$ cat src/rtl/sps_pkg.sv
package sps_pkg;

  localparam logic [1:0] VCC_0V = 2'b00;
  localparam logic [1:0] VCC_5V = 2'b01;
  localparam logic [1:0] VPP_0V = 2'b00;

  typedef enum logic [2:0] {
    ST_IDLE, ST_EN_OFF, ST_EN_FALL, ST_EN_RISE,
    ST_EN_RST, ST_EN_RECOV, ST_DIS_OFF, ST_DIS_FALL
  } seqState_e;

  typedef enum logic [2:0] {
    PH_OFF, PH_FALL, PH_RISE, PH_RST, PH_RECOV, PH_DFALL
  } phase_e;

  typedef struct packed {
    logic   load;
    phase_e phase;
    logic   pwrUp;
    logic   pwrDown;
    logic   rstOn;
    logic   finish;
  } seqStrobe_t;

endpackage

$ cat src/rtl/sps_ctrl.sv
module sps_ctrl
  import sps_pkg::*;
(
  input  logic       clk,
  input  logic       rstN,
  input  logic       enReq,
  input  logic       disReq,
  input  logic       cardRemoved,
  input  logic       expire,
  output seqStrobe_t strobe,
  output logic       busy
);

  seqState_e state, nxt;
  logic stopReq;

  assign stopReq = disReq | cardRemoved;

  always_comb begin
    nxt          = state;
    strobe.load  = 1'b0;
    strobe.phase = PH_OFF;
    strobe.finish = 1'b0;
    unique case (state)
      ST_IDLE: begin
        if (stopReq) begin
          nxt = ST_DIS_OFF; strobe.load = 1'b1; strobe.phase = PH_OFF;
        end else if (enReq) begin
          nxt = ST_EN_OFF; strobe.load = 1'b1; strobe.phase = PH_OFF;
        end
      end
      ST_EN_OFF, ST_EN_FALL, ST_EN_RISE, ST_EN_RST, ST_EN_RECOV: begin
        if (stopReq) begin
          nxt = ST_DIS_OFF; strobe.load = 1'b1; strobe.phase = PH_OFF;
        end else if (expire) begin
          strobe.load = 1'b1;
          case (state)
            ST_EN_OFF:  begin nxt = ST_EN_FALL;  strobe.phase = PH_FALL;  end
            ST_EN_FALL: begin nxt = ST_EN_RISE;  strobe.phase = PH_RISE;  end
            ST_EN_RISE: begin nxt = ST_EN_RST;   strobe.phase = PH_RST;   end
            ST_EN_RST:  begin nxt = ST_EN_RECOV; strobe.phase = PH_RECOV; end
            default: begin
              nxt = ST_IDLE; strobe.load = 1'b0; strobe.finish = 1'b1;
            end
          endcase
        end
      end
      ST_DIS_OFF: begin
        if (expire) begin
          nxt = ST_DIS_FALL; strobe.load = 1'b1; strobe.phase = PH_DFALL;
        end
      end
      default: begin
        if (expire) begin
          nxt = ST_IDLE; strobe.finish = 1'b1;
        end
      end
    endcase
  end

  assign strobe.pwrUp   = strobe.load && (strobe.phase == PH_RISE);
  assign strobe.pwrDown = strobe.load && (strobe.phase == PH_OFF);
  assign strobe.rstOn   = (nxt == ST_EN_RST);

  always_ff @(posedge clk or negedge rstN) begin
    if (!rstN) state <= ST_IDLE;
    else       state <= nxt;
  end

  assign busy = (state != ST_IDLE);

endmodule

$ cat src/rtl/sps_dpath.sv
module sps_dpath
  import sps_pkg::*;
#(
  parameter int OFF_CYC   = 1000,
  parameter int FALL_CYC  = 1000,
  parameter int RISE_CYC  = 1000,
  parameter int RST_CYC   = 10,
  parameter int RECOV_CYC = 1000,
  parameter int DFALL_CYC = 1000
) (
  input  logic       clk,
  input  logic       rstN,
  input  seqStrobe_t strobe,
  output logic       expire,
  output logic [1:0] vccSel,
  output logic [1:0] vppSel,
  output logic       cardRst,
  output logic       done
);

  localparam int MAX_A  = (OFF_CYC > FALL_CYC) ? OFF_CYC : FALL_CYC;
  localparam int MAX_B  = (RISE_CYC > RST_CYC) ? RISE_CYC : RST_CYC;
  localparam int MAX_C  = (RECOV_CYC > DFALL_CYC) ? RECOV_CYC : DFALL_CYC;
  localparam int MAX_AB = (MAX_A > MAX_B) ? MAX_A : MAX_B;
  localparam int MAX_ALL = (MAX_AB > MAX_C) ? MAX_AB : MAX_C;
  localparam int CW = $clog2(MAX_ALL + 1);

  logic [CW-1:0] cnt, loadVal;

  always_comb begin
    case (strobe.phase)
      PH_OFF:   loadVal = CW'(OFF_CYC - 1);
      PH_FALL:  loadVal = CW'(FALL_CYC - 1);
      PH_RISE:  loadVal = CW'(RISE_CYC - 1);
      PH_RST:   loadVal = CW'(RST_CYC - 1);
      PH_RECOV: loadVal = CW'(RECOV_CYC - 1);
      default:  loadVal = CW'(DFALL_CYC - 1);
    endcase
  end

  always_ff @(posedge clk or negedge rstN) begin
    if (!rstN) begin
      cnt     <= '0;
      vccSel  <= VCC_0V;
      cardRst <= 1'b0;
      done    <= 1'b0;
    end else begin
      if (strobe.load)   cnt <= loadVal;
      else if (cnt != 0) cnt <= cnt - 1'b1;
      if (strobe.pwrDown)    vccSel <= VCC_0V;
      else if (strobe.pwrUp) vccSel <= VCC_5V;
      cardRst <= strobe.rstOn;
      done    <= strobe.finish;
    end
  end

  assign expire = (cnt == '0);
  assign vppSel = VPP_0V;

endmodule

$ cat src/rtl/sock_pwr_seq.sv
module sock_pwr_seq
  import sps_pkg::*;
#(
  parameter int CLK_HZ    = 50_000_000,
  parameter int OFF_CYC   = CLK_HZ / 1000 * 20,
  parameter int FALL_CYC  = CLK_HZ / 1000 * 400,
  parameter int RISE_CYC  = CLK_HZ / 1000 * 420,
  parameter int RST_CYC   = CLK_HZ / 100_000,
  parameter int RECOV_CYC = CLK_HZ / 1000 * 20,
  parameter int DFALL_CYC = CLK_HZ / 1000 * 300
) (
  input  logic       clk,
  input  logic       rstN,
  input  logic       enReq,
  input  logic       disReq,
  input  logic       cardRemoved,
  output logic [1:0] vccSel,
  output logic [1:0] vppSel,
  output logic       cardRst,
  output logic       busy,
  output logic       done
);

  seqStrobe_t strobe;
  logic expire;

  sps_ctrl u_ctrl (
    .clk(clk), .rstN(rstN), .enReq(enReq), .disReq(disReq),
    .cardRemoved(cardRemoved), .expire(expire), .strobe(strobe), .busy(busy)
  );

  sps_dpath #(
    .OFF_CYC(OFF_CYC), .FALL_CYC(FALL_CYC), .RISE_CYC(RISE_CYC),
    .RST_CYC(RST_CYC), .RECOV_CYC(RECOV_CYC), .DFALL_CYC(DFALL_CYC)
  ) u_dpath (
    .clk(clk), .rstN(rstN), .strobe(strobe), .expire(expire),
    .vccSel(vccSel), .vppSel(vppSel), .cardRst(cardRst), .done(done)
  );

endmodule

$ cat config.mk
export PLATFORM = sky130hd
export DESIGN_NAME = sock_pwr_seq
export DESIGN_NICKNAME = d
export VERILOG_FILES = /design/src/rtl/sps_pkg.sv /design/src/rtl/sps_ctrl.sv /design/src/rtl/sps_dpath.sv /design/src/rtl/sock_pwr_seq.sv
export SDC_FILE = /design/constraint.sdc
export NUM_CORES = 1
export LEC_CHECK = 0
export BUFFER_PORTS_ARGS = -buffer_cell sky130_fd_sc_hd__buf_2
export CORE_UTILIZATION = 55
export CTS_BUF_LIST = sky130_fd_sc_hd__clkbuf_4
export DETAILED_ROUTE_END_ITERATION = 8
export GPL_TIMING_DRIVEN = 1
export PLACE_DENSITY = 0.76
export SETUP_SLACK_MARGIN = 0.4
export SLEW_MARGIN = 20
export SYNTH_ARGS = -nofsm -noshare
export SYNTH_HDL_FRONTEND = slang
export SYNTH_SLANG_ARGS = --single-unit
$ cat constraint.sdc
create_clock -name clk -period 2.4 [get_ports clk]
set_clock_uncertainty 0.15 [all_clocks]
set_input_delay 0.24 -clock clk [delete_from_list [all_inputs] [get_ports clk]]
set_output_delay 0.24 -clock clk [all_outputs]
set_load 0.02 [all_outputs]
# Word level (Yosys, flattened, before mapping)
# Cells that the tools add are included.
[word_totals]
ff_bits = 32
latch_bits = 0
mem_bits_rw = 0
rom_bits = 0
in_bits = 5
output_inout_bits = 7
word_cells = 57
memories = 0
[classes]
addsub = 1
multipliers = 0
n_div = 0
magnitude_cmp = 0
eq_ne = 11
n_shift = 0
muxes = 26
bitwise_logic = 1
n_reduce_logical = 13
[ops]
columns = ["cell", "count"]
rows = [
  ["one-hot mux 25 bit (4 select lines)", 1],
  ["2-to-1 mux 25 bit", 2],
  ["zero test 25 bit", 1],
  ["nonzero test 25 bit", 1],
  ["subtractor 25 x 1 -> 25 bit (second input constant)", 1],
  ["one-hot mux 3 bit (4 select lines)", 2],
  ["2-to-1 mux 4 bit", 5],
  ["2-to-1 mux 3 bit", 6],
  ["equality test 3 bit (second input constant)", 5],
  ["equality test 3 x 2 -> 1 bit (second input constant)", 4],
  ["one-hot mux 4 bit (3 select lines)", 1],
  ["one-hot mux 3 bit (3 select lines)", 1],
  ["equality test 3 x 1 -> 1 bit (second input constant)", 2],
  ["zero test 3 bit", 2],
  ["2-to-1 mux 1 bit", 5],
  ["OR reduction 5 bit", 1],
  ["2-to-1 mux 2 bit", 2],
  ["nonzero test 2 bit", 2],
  ["OR reduction 2 bit", 2],
  ["OR reduction 4 bit", 1],
  ["nonzero test 3 bit", 1],
  ["logical AND 1 bit", 2],
  ["one-hot mux 1 bit (2 select lines)", 1],
  ["bitwise OR 1 bit", 1],
]

# Longest topological paths before layout
# Gate-level depths: netlist of the first run.
[depth]
word_depth = 10
depth_mapped = 10
mapped_depth_nobuf = 8

# Modules after synthesis
# A second synthesis of the first run with hierarchy kept.
[unflattened]
hier_cells = 215
area_unflattened_um2 = 1976.9
[by_module_without_submodules]
columns = ["mod", "n_inst", "cells_each", "area_per_inst_um2", "seq_area_each_um2"]
rows = [
  ["sps_dpath", 1, 172, 1649.1, 700.7],
  ["sps_ctrl", 1, 43, 327.8, 75.1],
]

# Least setup slack after synthesis of the first run
# Ideal clock, no wire load.
[synth_path]
path_type = "reg2reg"
startpoint = "register u_dpath.cnt[17]"
endpoint = "register u_dpath.cnt[15]"
setup_time_ps = 131
arrival_time_ps = 2008
required_time_ps = 2119
setup_slack_ps = 111
path_stages_with_launch = 9
path_buffers = 2
period_less_slack_ps = 2289
path_cell_list = "dfrtp_1 > or4_4 > nor4_4 > and3_1 > buf_6 > o21ai_4 > buf_6 > a21oi_1 > nor2_1"
[synth_via]
elab_chain_len = 8
elab_cells_between_ends = 15
cone_classes = "eq/ne (4); mux (6); reduce/logical (5)"
[synth_rtl]
columns = ["item", "line_no", "rtl"]
rows = [
  ["from (decl)", "sps_dpath.sv:28", "logic [CW-1:0] cnt, loadVal;"],
  ["from (signal assigned)", "sps_dpath.sv:48", "if (strobe.load) cnt <= loadVal;"],
  ["from (signal assigned)", "sps_dpath.sv:49", "else if (cnt != 0) cnt <= cnt - 1'b1;"],
  ["zero test 25 bit", "sps_dpath.sv:57", "assign expire = (cnt == '0);"],
  ["2-to-1 mux 4 bit", "sps_ctrl.sv:35", "end else if (expire) begin"],
  ["2-to-1 mux 4 bit", "sps_ctrl.sv:33", "if (stopReq) begin"],
  ["one-hot mux 4 bit (3 select lines)", "sps_ctrl.sv:24", "unique case (state)"],
  ["equality test 3 bit or zero test 3 bit (tied branches)", "sps_dpath.sv:31", "case (strobe.phase)"],
  ["OR reduction 2 bit (no line)", "--", ""],
  ["one-hot mux 25 bit (4 select lines)", "sps_dpath.sv:31", ""],
  ["2-to-1 mux 25 bit", "sps_dpath.sv:48", ""],
]
# Parallel ways exist; a longest one is shown, timed or not.
# A chain may end at the register's enable or synchronous reset.

# Final worst setup path of the first run
[layout_path]
startpoint = "register u_dpath.cnt[3]"
endpoint = "register u_dpath.cnt[16]"
# The elaborated chain is that of the path after synthesis.

==> summary.md, run 1 <==
| Metric | Value |
|---|---|
| Minimum setup slack among reg-to-reg paths | `0.08 ns` |
| Static leakage | `1.07 nW` |
| TritonCTS Buffers | `5` |
| Endpoint of the lowest-slack register-to-register path | `u_dpath.cnt[16]$_DFFE_PN0P_` |
| Post-layout min period | `2.32 ns` |
| Critical Setup Path Class | `register to register` |
| Horizontal extent of the die | `61.0 um` |
| CP required | `2.45 ns` |
| Half-perimeter wire length of the detailed placement result | `3290 um` |
| Buf+Inv Stages, Crit Path | `1` |
| Core Util, Final | `75.7%` |
| Synthesized instance count | `208` |
| Slew at the pin with the worst max-slew slack | `0.701 ns` |
| Leading post-synthesis cells by cell area | `sky130_fd_sc_hd__dfrtp_1, sky130_fd_sc_hd__xnor2_1, sky130_fd_sc_hd__nor2_1, sky130_fd_sc_hd__xor2_1, sky130_fd_sc_hd__a21oi_1` |
| Combinational group share of total power | `30.3%` |
| Count of placed standard cells including taps | `270` |
| Crit path capture type | `register` |
| Count of input and output buffers | `8` |
| Slowest Stage Delay on Critical Path | `0.57 ns` |
| Io pins | `12` |
| Data arrival time of the critical path | `2.37 ns` |
| Post-DRT Antenna Nets | `0` |
| Number of synthesized flops with an enable pin | `0` |
| Endpoints failing setup | `0` |
| Critical path startpoint | `u_dpath.cnt[3]$_DFFE_PN0P_` |
| Clock-pin slew of the registers on the worst-case setup and hold paths | `0.11 ns` |
| Max-cap violations | `0` |
| Worst hold path type | `primary input to register` |
| H-tree depth reported by CTS | `2` |
| Count of routing violations after the opening detailed-route iteration | `119` |
| DRC | `0` |
| Detailed-route via count | `1777` |
| Share of synthesized flip-flops with an asynchronous set or reset | `100%` |
| Cell types with the highest counts after synthesis | `sky130_fd_sc_hd__dfrtp_1, sky130_fd_sc_hd__nor2_1, sky130_fd_sc_hd__a21oi_1` |
| RSZ-0062 raised after global routing | `true` |
| Worst hold stages | `3` |
| Clock Tree Buf Depth | `2` |
| Post-Synthesis Cell Area | `0.00192 mm2` |
| Clock tree from TritonCTS | `built` |
| # diodes | `0` |
| Portion of the clock cycle consumed by the worst path in the final layout | `96.8%` |
| Number of warnings printed during yosys synthesis | `0` |
| Starting utilization of the core area | `57.4%` |
| Post-detailed-route wirelength per cell | `17.5 um` |
| Register bit count reported by yosys | `31` |
| Post-synth cell types | `57` |
| Total clock sinks | `31` |
| Initial antenna violation count | `0` |
| Endpoint of the worst hold path | `u_dpath.cardRst$_DFF_PN0_` |
| Synth-to-Final Area Change | `31.9%` |
| Filler cell count in the final layout | `246` |
| Hold slack final | `0.156 ns` |
| Placer's final routability congestion estimate | `0.889` |
| Count of nets after finishing | `256` |
| Count leader, synth | `sky130_fd_sc_hd__dfrtp_1` |
| Via count of the first global-routing pass | `1655` |
| Cell-by-cell listing of the critical path | `or4_4 -> nor3_4 -> buf_12 -> nand2_1 -> nor3_1 -> xnor2_1 -> o22ai_1` |
| Achievable clock frequency | `430 MHz` |
| Root Buffer Master | `sky130_fd_sc_hd__clkbuf_4` |
| Largest area contributor in the synthesized netlist | `sky130_fd_sc_hd__dfrtp_1` |
| Clk network pwr share | `21.2%` |
| Switching portion of total power | `33.8%` |
| Critical Path Source Type | `register` |
| P_int | `0.997 mW` |
| Overall Global Routing Usage | `29.6%` |
| Beginning of the worst register-to-register path | `u_dpath.cnt[3]$_DFFE_PN0P_` |
| IR Drop Worst-Case VDD | `0.000430 V` |
| Clock insertion delay at the later pin of the skew report | `0.35 ns` |
| Final number of max-transition violations | `0` |
| Full die area | `0.00373 mm2` |
| Global-route wire length before repair | `7820 um` |
| Detailed-routing iteration count for the pre-antenna-repair pass | `4` |
| Reg2Reg Depth | `7` |
| Filler-free cell count of the finished design | `297` |
| Average instance area after synthesis | `9.22 um2` |
| Ratio of total power to cell area | `596 mW/mm2` |
| Area of the core | `0.00334 mm2` |
| Run status | `finished clean` |
| Cell family with most CP delay | `simple AND/OR/NAND/NOR gates` |
| Number of endpoints with negative hold slack in the final report | `0` |
| Sequential share of power | `48.5%` |
| Hold Crit Start | `disReq` |
| Seq. cell area | `779 um2` |
| Post-DR vias/cell | `5.98` |
| Total area of multi-input combinational cells | `0.00127 mm2` |
| Share of the synthesized area in the top cell type | `40.5%` |
| Proportion of synthesized chip area in sequential cells | `40.5%` |
| Slowest cell on crit path | `sky130_fd_sc_hd__or4_4` |
| Pin count of the biggest net entering global routing | `32` |
| Die span in y | `61.0 um` |
| Max-Slew Margin vs Limit | `53.3%` |
| Placement row count | `21` |
| Highest net fanout along the worst path | `8` |
| Primary flip-flop cell chosen by synthesis mapping | `sky130_fd_sc_hd__dfrtp_1` |
| Share of cells above drive strength 1 | `40.2%` |
| Sw Pwr | `0.510 mW` |
| Detailed Route WL | `5200 um` |
| GRT Residual Overflow | `0` |
## registers in the layout, summed over array words and instances (netlist names)
register	cells
u_dpath.done	1
u_dpath.vccSel	1
u_dpath.cardRst	1
u_ctrl.state	3
u_dpath.cnt	25
## cell type report
cell class	count	area share, %
clock buffer	7	2.08
clock inverter	1	0.198
inverter	5	0.743
multi-input combinational	163	50.2
sequential	31	30.8
tap	46	2.28
timing repair buffer	44	13.6
## worst max-delay path by stage
stage,slack [ns],endpoint,cells past startpoint
floorplan,0.18,u_dpath.cnt[15]$_DFFE_PN0P_,8
global placement,-0.07,u_dpath.cnt[16]$_DFFE_PN0P_,6
detailed placement,-0.10,u_dpath.cnt[16]$_DFFE_PN0P_,6
CTS,0.20,u_dpath.cardRst$_DFF_PN0_,7
global route,-0.07,u_dpath.cnt[16]$_DFFE_PN0P_,7
finish,0.08,u_dpath.cnt[16]$_DFFE_PN0P_,7
## cells in the final DEF, fill, tap and decap left out, drive strengths merged, types with 5 or more instances in the layout
cell type | Yosys | routed
inv | 5 | 5
a21oi | 18 | 18
nor4 | 7 | 7
clkbuf | 5 | 7
nor2 | 28 | 28
nand3 | 5 | 6
xnor2 | 12 | 12
xor2 | 11 | 11
nor3 | 10 | 10
o21ai | 7 | 7
nand2 | 13 | 13
dfrtp | 31 | 31
buf | 7 | 43
## worst reg2reg max path, delay by kind of cell, from the launching register on
family | cells | cell delay [ns]
xor+xnor | 1 | 0.19
simple gates | 4 | 1.10
flops | 1 | 0.41
buf+inv | 1 | 0.16
compound gates | 1 | 0.16
## power by group through the flow
stage | Sequential, mW | Combinational [mW] | Clock [mW]
after floorplan | 0.721 | 0.245 | 0
after global placement | 0.720 | 0.352 | 0
after detailed placement | 0.730 | 0.360 | 0
after CTS | 0.724 | 0.430 | 0.322
after global routing | 0.740 | 0.504 | 0.346
final | 0.731 | 0.457 | 0.319
## per-stage QoR
stage | setup TNS [ns] | power [mW] | worst slack (ns) | instance area [um2]
6_report | 0 | 1.51 | 0.0765 | 2530
2_1_floorplan | 0 | 0.966 | 0.182 | 1970
4_1_cts | 0 | 1.48 | 0.198 | 2450
3_5_place_dp | -0.231 | 1.09 | -0.104 | 2130
5_1_grt | -0.0658 | 1.59 | -0.0658 | 2530
3_3_place_gp | -0.0898 | 1.07 | -0.0665 | 2130
## per-layer routing
layer | track usage, % | share of wire [%] | up-vias
met5 | 0 | 0 | -
met4 | 10.4 | 2.4 | 0
met3 | 7.35 | 6.3 | 18
met2 | 45.8 | 49 | 71
met1 | 40.5 | 43 | 868
li1 | - | - | 820
## timing repair
action | 4_1_cts | 5_1_grt
setup buffers | 16 | 1
cloned | 1 | 0
hold buffers | 1 | 0
resized for setup | 27 | 14
endpoints found under the hold margin | 31 | 0
setup endpoints to repair | 31 | 32
pin swaps | 8 | 10
## cell families after synthesis
group	count (synthesis)	synth area share, %
flip-flops	31	40.5
buffers and inverters	17	4.96
AO/OA/AOI/OAI	44	15.0
other	1	0.196
adder cells (fa/ha/maj)	1	0.653
XOR/XNOR	23	10.5
AND/OR/NAND/NOR	90	27.7
multiplexers	1	0.522
Power figures use the tool's default switching activity.
==> run 2: changes to the inputs <==
--- a/config.mk
+++ b/config.mk
@@ -5,7 +5,7 @@
 export SDC_FILE = /design/constraint.sdc
 export NUM_CORES = 1
 export LEC_CHECK = 0
-export BUFFER_PORTS_ARGS = -buffer_cell sky130_fd_sc_hd__buf_2
+export BUFFER_PORTS_ARGS = -buffer_cell sky130_fd_sc_hd__buf_4
 export CORE_UTILIZATION = 55
 export CTS_BUF_LIST = sky130_fd_sc_hd__clkbuf_4
 export DETAILED_ROUTE_END_ITERATION = 8
==> summary.md, run 2 (synthesis results as in run 1) <==
| Metric | Value |
|---|---|
| Placement row count | `21` |
| Area of the core | `0.00334 mm2` |
| Flip-flop count of the largest register, all copies and words added | `25` |
| Seq. cell area | `776 um2` |
| Reg2Reg Depth | `7` |
| Portion of the clock cycle consumed by the worst path in the final layout | `101%` |
| Busiest grt layer | `met2` |
| Via count of the first global-routing pass | `1702` |
| Critical path startpoint | `u_dpath.cnt[15]$_DFFE_PN0P_` |
| TritonCTS Buffers | `5` |
| CP required | `2.48 ns` |
| Endpoints failing setup | `1` |
| Worst hold path type | `primary input to register` |
| Post-layout min period | `2.42 ns` |
| Cell area after placement | `0.00214 mm2` |
| Placer's final routability congestion estimate | `0.889` |
| Detailed-route via count | `1904` |
| Detailed-routing iteration count for the pre-antenna-repair pass | `7` |
| Global-route wire length before repair | `7820 um` |
| Highest net fanout along the worst path | `6` |
| Starting utilization of the core area | `57.4%` |
| Post-detailed-route wirelength per cell | `20.2 um` |
| Clock-pin slew of the registers on the worst-case setup and hold paths | `0.09 ns` |
| GRT Residual Overflow | `0` |
| Static leakage | `1.14 nW` |
| Cell-by-cell listing of the critical path | `or4_4 -> nor4_4 -> buf_4 -> nand3_4 -> o21ai_1 -> inv_1 -> o22ai_1` |
| Critical path capture point | `u_dpath.cnt[16]$_DFFE_PN0P_` |
| Die span in y | `61.0 um` |
| Clock tree from TritonCTS | `built` |
| Filler cell count in the final layout | `185` |
| Half-perimeter wire length of the detailed placement result | `3300 um` |
| Total clock sinks | `31` |
| Logic depth of the worst setup path including buffers | `7` |
| Pin count of the biggest net entering global routing | `32` |
| Core Util, Final | `81.2%` |
| Full die area | `0.00373 mm2` |
| Beginning of the worst register-to-register path | `u_dpath.cnt[15]$_DFFE_PN0P_` |
| Critical Setup Path Class | `register to register` |
| Most used cells in the layout excluding fill and tap cells | `sky130_fd_sc_hd__buf_4, sky130_fd_sc_hd__dfrtp_1, sky130_fd_sc_hd__nor2_1` |
| Data arrival time of the critical path | `2.50 ns` |
| DRC | `0` |
| Global-route track usage on met1 | `38.3%` |
| Minimum setup slack among reg-to-reg paths | `-0.02 ns` |
| RSZ-0062 raised after global routing | `true` |
| Final setup margin | `-0.0212 ns` |
| Register with the most flip-flops | `u_dpath.cnt` |
| Hold slack final | `0.165 ns` |
| Post-DRT Antenna Nets | `0` |
| Crit path capture type | `register` |
| Endpoint of the lowest-slack register-to-register path | `u_dpath.cnt[16]$_DFFE_PN0P_` |
| H-tree depth reported by CTS | `2` |
| Failing checks | `setup timing` |
| Synth-to-Final Area Change | `41.4%` |
| # diodes | `0` |
| Slowest cell on crit path | `sky130_fd_sc_hd__or4_4` |
| Slowest Stage Delay on Critical Path | `0.57 ns` |
| Total area of multi-input combinational cells | `0.00135 mm2` |
| Total negative slack | `-0.0212 ns` |
| Total Power | `1.49 mW` |
| Achievable clock frequency | `413 MHz` |
| Detailed Route WL | `6110 um` |
| Initial antenna violation count | `0` |
| GR met3 Demand/Resource | `6.51%` |
| Run status | `finished with violations` |
| Buf+Inv Stages, Crit Path | `2` |
| Clock insertion delay at the later pin of the skew report | `0.33 ns` |
| Ratio of total power to cell area | `551 mW/mm2` |
| Count of input and output buffers | `8` |
| Worst hold stages | `3` |
| Count of nets after finishing | `263` |
| Registers with the most flip-flops | `u_dpath.cnt: 25 flops, u_ctrl.state: 3 flops` |
| Cell family with most CP delay | `simple AND/OR/NAND/NOR gates` |
| IR Drop Worst-Case VDD | `0.000374 V` |
| Overall Global Routing Usage | `29.8%` |
| Horizontal extent of the die | `61.0 um` |
| Design Area, Final | `0.00271 mm2` |
| Io pins | `12` |
| Filler-free cell count of the finished design | `303` |
| Root Buffer Master | `sky130_fd_sc_hd__clkbuf_4` |
| Count of routing violations after the opening detailed-route iteration | `188` |
| Leading cell type in the layout, fill and taps excluded | `sky130_fd_sc_hd__buf_4` |
| GR met2 Demand/Resource | `48.4%` |
| Post-placement worst setup slack | `0.00513 ns` |
| Number of endpoints with negative hold slack in the final report | `0` |
| Max-cap violations | `0` |
| Count of placed standard cells including taps | `268` |
| Post-DR vias/cell | `6.28` |
| Hold Crit Start | `disReq` |
| Share of cells above drive strength 1 | `42.0%` |
| Final number of max-transition violations | `0` |
| Critical Path Source Type | `register` |
| Clock Tree Buf Depth | `2` |
[run 2: cell types whose count changed in the layout (fill, tap and decap cells not counted), moves of 5 or more]
cell and delta:
sky130_fd_sc_hd__buf_2 -8, sky130_fd_sc_hd__buf_6 +7, sky130_fd_sc_hd__nor2_1 -5, sky130_fd_sc_hd__buf_4 +5
[run 2: metal layers]
layer | up-vias | part of all wire [%]
met1 | 942 | 38
met2 | 98 | 51
met3 | 23 | 7.3
met5 | - | 0
met4 | 0 | 3.4
li1 | 841 | -
[run 2: final cells by class]
type / instances / share of cell area (%)
sequential: 31 / 28.6
timing repair buffer: 50 / 17.2
inverter: 5 / 0.693
tap: 46 / 2.12
clock buffer: 5 / 1.39
multi-input combinational: 164 / 49.7
clock inverter: 2 / 0.323
[run 2: how the worst min path moves through the flow]
stage,to,slack [ns]
CTS,u_dpath.cnt[18]$_DFFE_PN0P_,0.14
detailed placement,u_dpath.cnt[14]$_DFFE_PN0P_,0.05
global route,u_dpath.cardRst$_DFF_PN0_,0.17
finish,u_dpath.cardRst$_DFF_PN0_,0.16
floorplan,u_ctrl.state[0]$_DFF_PN0_,-0.21
global placement,u_dpath.cnt[13]$_DFFE_PN0P_,0.04
[run 2: power by group]
group | total [mW] | switching (mW) | internal, mW
clock | 0.277 | 0.173 | 0.103
combinational | 0.465 | 0.229 | 0.236
sequential | 0.752 | 0.134 | 0.618
total | 1.49 | 0.536 | 0.957
[run 2: worst min-delay path: stages]
cell and delay (ns):
sky130_fd_sc_hd__buf_4 0.08, sky130_fd_sc_hd__nor2_1 0.08, sky130_fd_sc_hd__a41o_1 0.22
[run 2: what timing repair did]
action / in CTS / in global routing
pin swaps: 12 / 14
endpoints found under the setup margin: 31 / 32
hold endpoints to repair: 31 / 0
setup buffers: 16 / 8
gates cloned: 1 / 2
resized for setup: 19 / 41
hold buffers: 1 / 0
==> run 3: changes to the inputs <==
--- a/config.mk
+++ b/config.mk
@@ -5,12 +5,15 @@
 export SDC_FILE = /design/constraint.sdc
 export NUM_CORES = 1
 export LEC_CHECK = 0
+export ABC_CLOCK_PERIOD_IN_PS = 2400
 export BUFFER_PORTS_ARGS = -buffer_cell sky130_fd_sc_hd__buf_4
-export CORE_UTILIZATION = 55
+export CELL_PAD_IN_SITES_DETAIL_PLACEMENT = 0
+export CELL_PAD_IN_SITES_GLOBAL_PLACEMENT = 1
+export CORE_UTILIZATION = 44
 export CTS_BUF_LIST = sky130_fd_sc_hd__clkbuf_4
 export DETAILED_ROUTE_END_ITERATION = 8
 export GPL_TIMING_DRIVEN = 1
-export PLACE_DENSITY = 0.76
+export PLACE_DENSITY_LB_ADDON = 0.1
 export SETUP_SLACK_MARGIN = 0.4
 export SLEW_MARGIN = 20
 export SYNTH_ARGS = -nofsm -noshare
==> summary.md, run 3 (synthesis results as in run 1) <==
| Metric | Value |
|---|---|
| Run status | `finished clean` |
| Die span in y | `68.0 um` |
| Ratio of total power to cell area | `602 mW/mm2` |
| Register with the most flip-flops | `u_dpath.cnt` |
| TritonCTS Buffers | `5` |
| Slew at the pin with the worst max-slew slack | `0.521 ns` |
| Count of nets after finishing | `255` |
| Critical Path Source Type | `register` |
| Clock insertion delay at the later pin of the skew report | `0.35 ns` |
| Max-cap violations | `0` |
| Total negative slack | `0 ns` |
| Area of the core | `0.00409 mm2` |
| Busiest grt layer | `met2` |
| Io pins | `12` |
| Static leakage | `1.10 nW` |
| Flip-flop count of the largest register, all copies and words added | `25` |
| Max-Slew Margin vs Limit | `65.0%` |
| Root Buffer Master | `sky130_fd_sc_hd__clkbuf_4` |
| Post-DR vias/cell | `5.78` |
| Half-perimeter wire length of the detailed placement result | `3470 um` |
| Share of cells above drive strength 1 | `39.2%` |
| Starting utilization of the core area | `46.9%` |
| GRT Residual Overflow | `0` |
| H-tree depth reported by CTS | `2` |
| # diodes | `0` |
| Critical path startpoint | `u_dpath.cnt[15]$_DFFE_PN0P_` |
| Leading cell type in the layout, fill and taps excluded | `sky130_fd_sc_hd__buf_4` |
| Count of input and output buffers | `8` |
| Hold Crit Start | `disReq` |
| Filler cell count in the final layout | `334` |
| RSZ-0062 raised after global routing | `true` |
| Post-detailed-route wirelength per cell | `17.2 um` |
| Highest net fanout along the worst path | `6` |
| Data arrival time of the critical path | `2.43 ns` |
| Post-DRT Antenna Nets | `0` |
| Worst hold path type | `primary input to register` |
| Minimum setup slack among reg-to-reg paths | `0.11 ns` |
| Post-layout min period | `2.29 ns` |
| Final number of max-transition violations | `0` |
| Synth-to-Final Area Change | `35.2%` |
| Clock tree from TritonCTS | `built` |
| Count of routing violations after the opening detailed-route iteration | `110` |
| Placer's final routability congestion estimate | `0.837` |
| Critical Setup Path Class | `register to register` |
| Full die area | `0.00462 mm2` |
| GR met2 Demand/Resource | `37.3%` |
| Beginning of the worst register-to-register path | `u_dpath.cnt[15]$_DFFE_PN0P_` |
| Most used cells in the layout excluding fill and tap cells | `sky130_fd_sc_hd__buf_4, sky130_fd_sc_hd__dfrtp_1, sky130_fd_sc_hd__nor2_1` |
| Hold slack final | `0.145 ns` |
| Global-route track usage on met1 | `34.5%` |
| Clock-pin slew of the registers on the worst-case setup and hold paths | `0.11 ns` |
| Worst hold stages | `3` |
| Crit path capture type | `register` |
| CP required | `2.54 ns` |
| Endpoint of the lowest-slack register-to-register path | `u_dpath.cardRst$_DFF_PN0_` |
| Horizontal extent of the die | `68.0 um` |
| Overall Global Routing Usage | `24.6%` |
| DRC | `0` |
| Via count of the first global-routing pass | `1589` |
| Critical path capture point | `u_dpath.cardRst$_DFF_PN0_` |
| Registers with the most flip-flops | `u_dpath.cnt: 25 flops, u_ctrl.state: 3 flops` |
| Achievable clock frequency | `437 MHz` |
| Endpoints failing setup | `0` |
| Detailed Route WL | `5150 um` |
| IR Drop Worst-Case VDD | `0.000601 V` |
| Total clock sinks | `31` |
| Pin count of the biggest net entering global routing | `32` |
| Portion of the clock cycle consumed by the worst path in the final layout | `95.4%` |
| Global-route wire length before repair | `8070 um` |
| Detailed-route via count | `1734` |
| Placement row count | `23` |
| Reg2Reg Depth | `6` |
| Clock Tree Buf Depth | `2` |
| Detailed-routing iteration count for the pre-antenna-repair pass | `4` |
| Initial antenna violation count | `0` |
| Number of endpoints with negative hold slack in the final report | `0` |
| GR met3 Demand/Resource | `5.33%` |
-- run 3: changes by cell type in the layout (fill, tap and decap cells not counted), moves of 3 or more --
| cell | before | now |
|---|---|---|
| sky130_fd_sc_hd__nor2_2 | 5 | 1 |
| sky130_fd_sc_hd__a21oi_1 | 11 | 8 |
| sky130_fd_sc_hd__a21oi_2 | 6 | 9 |
| sky130_fd_sc_hd__buf_6 | 12 | 6 |
| sky130_fd_sc_hd__nor2_1 | 18 | 24 |
-- run 3: critical path, stage by stage (launching register included) --
cell                      delay (ns)
sky130_fd_sc_hd__dfrtp_1        0.41
sky130_fd_sc_hd__or4_4          0.56
sky130_fd_sc_hd__nor4_4         0.29
sky130_fd_sc_hd__nand3_4        0.22
sky130_fd_sc_hd__nor3b_4        0.27
sky130_fd_sc_hd__and3_4         0.23
sky130_fd_sc_hd__a41o_1         0.10
-- run 3: power by group --
part	total [mW]	internal (mW)	leakage [nW]	switching [mW]
clock	0.412	0.214	0.0426	0.198
sequential	0.725	0.618	0.374	0.108
combinational	0.423	0.222	0.686	0.201
-- run 3: through the flow --
stage	power (mW)	std cells	worst slack (ns)	util (%)	cell area [um2]
2_1_floorplan	0.966	210	0.182	-	1970
3_3_place_gp	1.09	279	0.0377	53.5	2180
3_5_place_dp	1.10	279	0.0112	53.5	2180
4_1_cts	1.54	298	0.149	60.9	2490
5_1_grt	1.64	300	0.0338	63.4	2590
6_report	1.56	300	0.110	63.4	2590
-- run 3: how the worst min path moves through the flow --
stage / endpoint
5_1_grt: u_dpath.cardRst$_DFF_PN0_
4_1_cts: u_dpath.cardRst$_DFF_PN0_
6_report: u_dpath.cardRst$_DFF_PN0_
3_5_place_dp: u_dpath.cnt[17]$_DFFE_PN0P_
2_1_floorplan: u_ctrl.state[0]$_DFF_PN0_
3_3_place_gp: u_dpath.cnt[17]$_DFFE_PN0P_
-- run 3: per-layer routing --
layer  wire [um]  part of all wire (%)  up-vias
met4         101                   2.0        0
met2        2470                    48       57
met3         217                   4.2       11
li1            -                     -      826
met5           0                     0        -
met1        2370                    46      840
-- run 3: final cells by class --
cell class	count	area, um2	share of cell area (%)
inverters	5	18.8	0.724
multi-input cells	163	1300	50.3
repair buffers	43	355	13.7
flip-flops and latches	31	776	29.9
clock buffers	5	37.5	1.45
well taps	50	62.6	2.41
clock inverters	3	38.8	1.50
-- run 3: repair_timing --
action / 4_1_cts / 5_1_grt
resized for setup: 30 / 17
buffers inserted: 9 / 2
cloned: 1 / 0
endpoints found under the setup margin: 31 / 32
pin swaps: 16 / 6
hold endpoints to repair: 31 / 0
hold buffers: 1 / 0
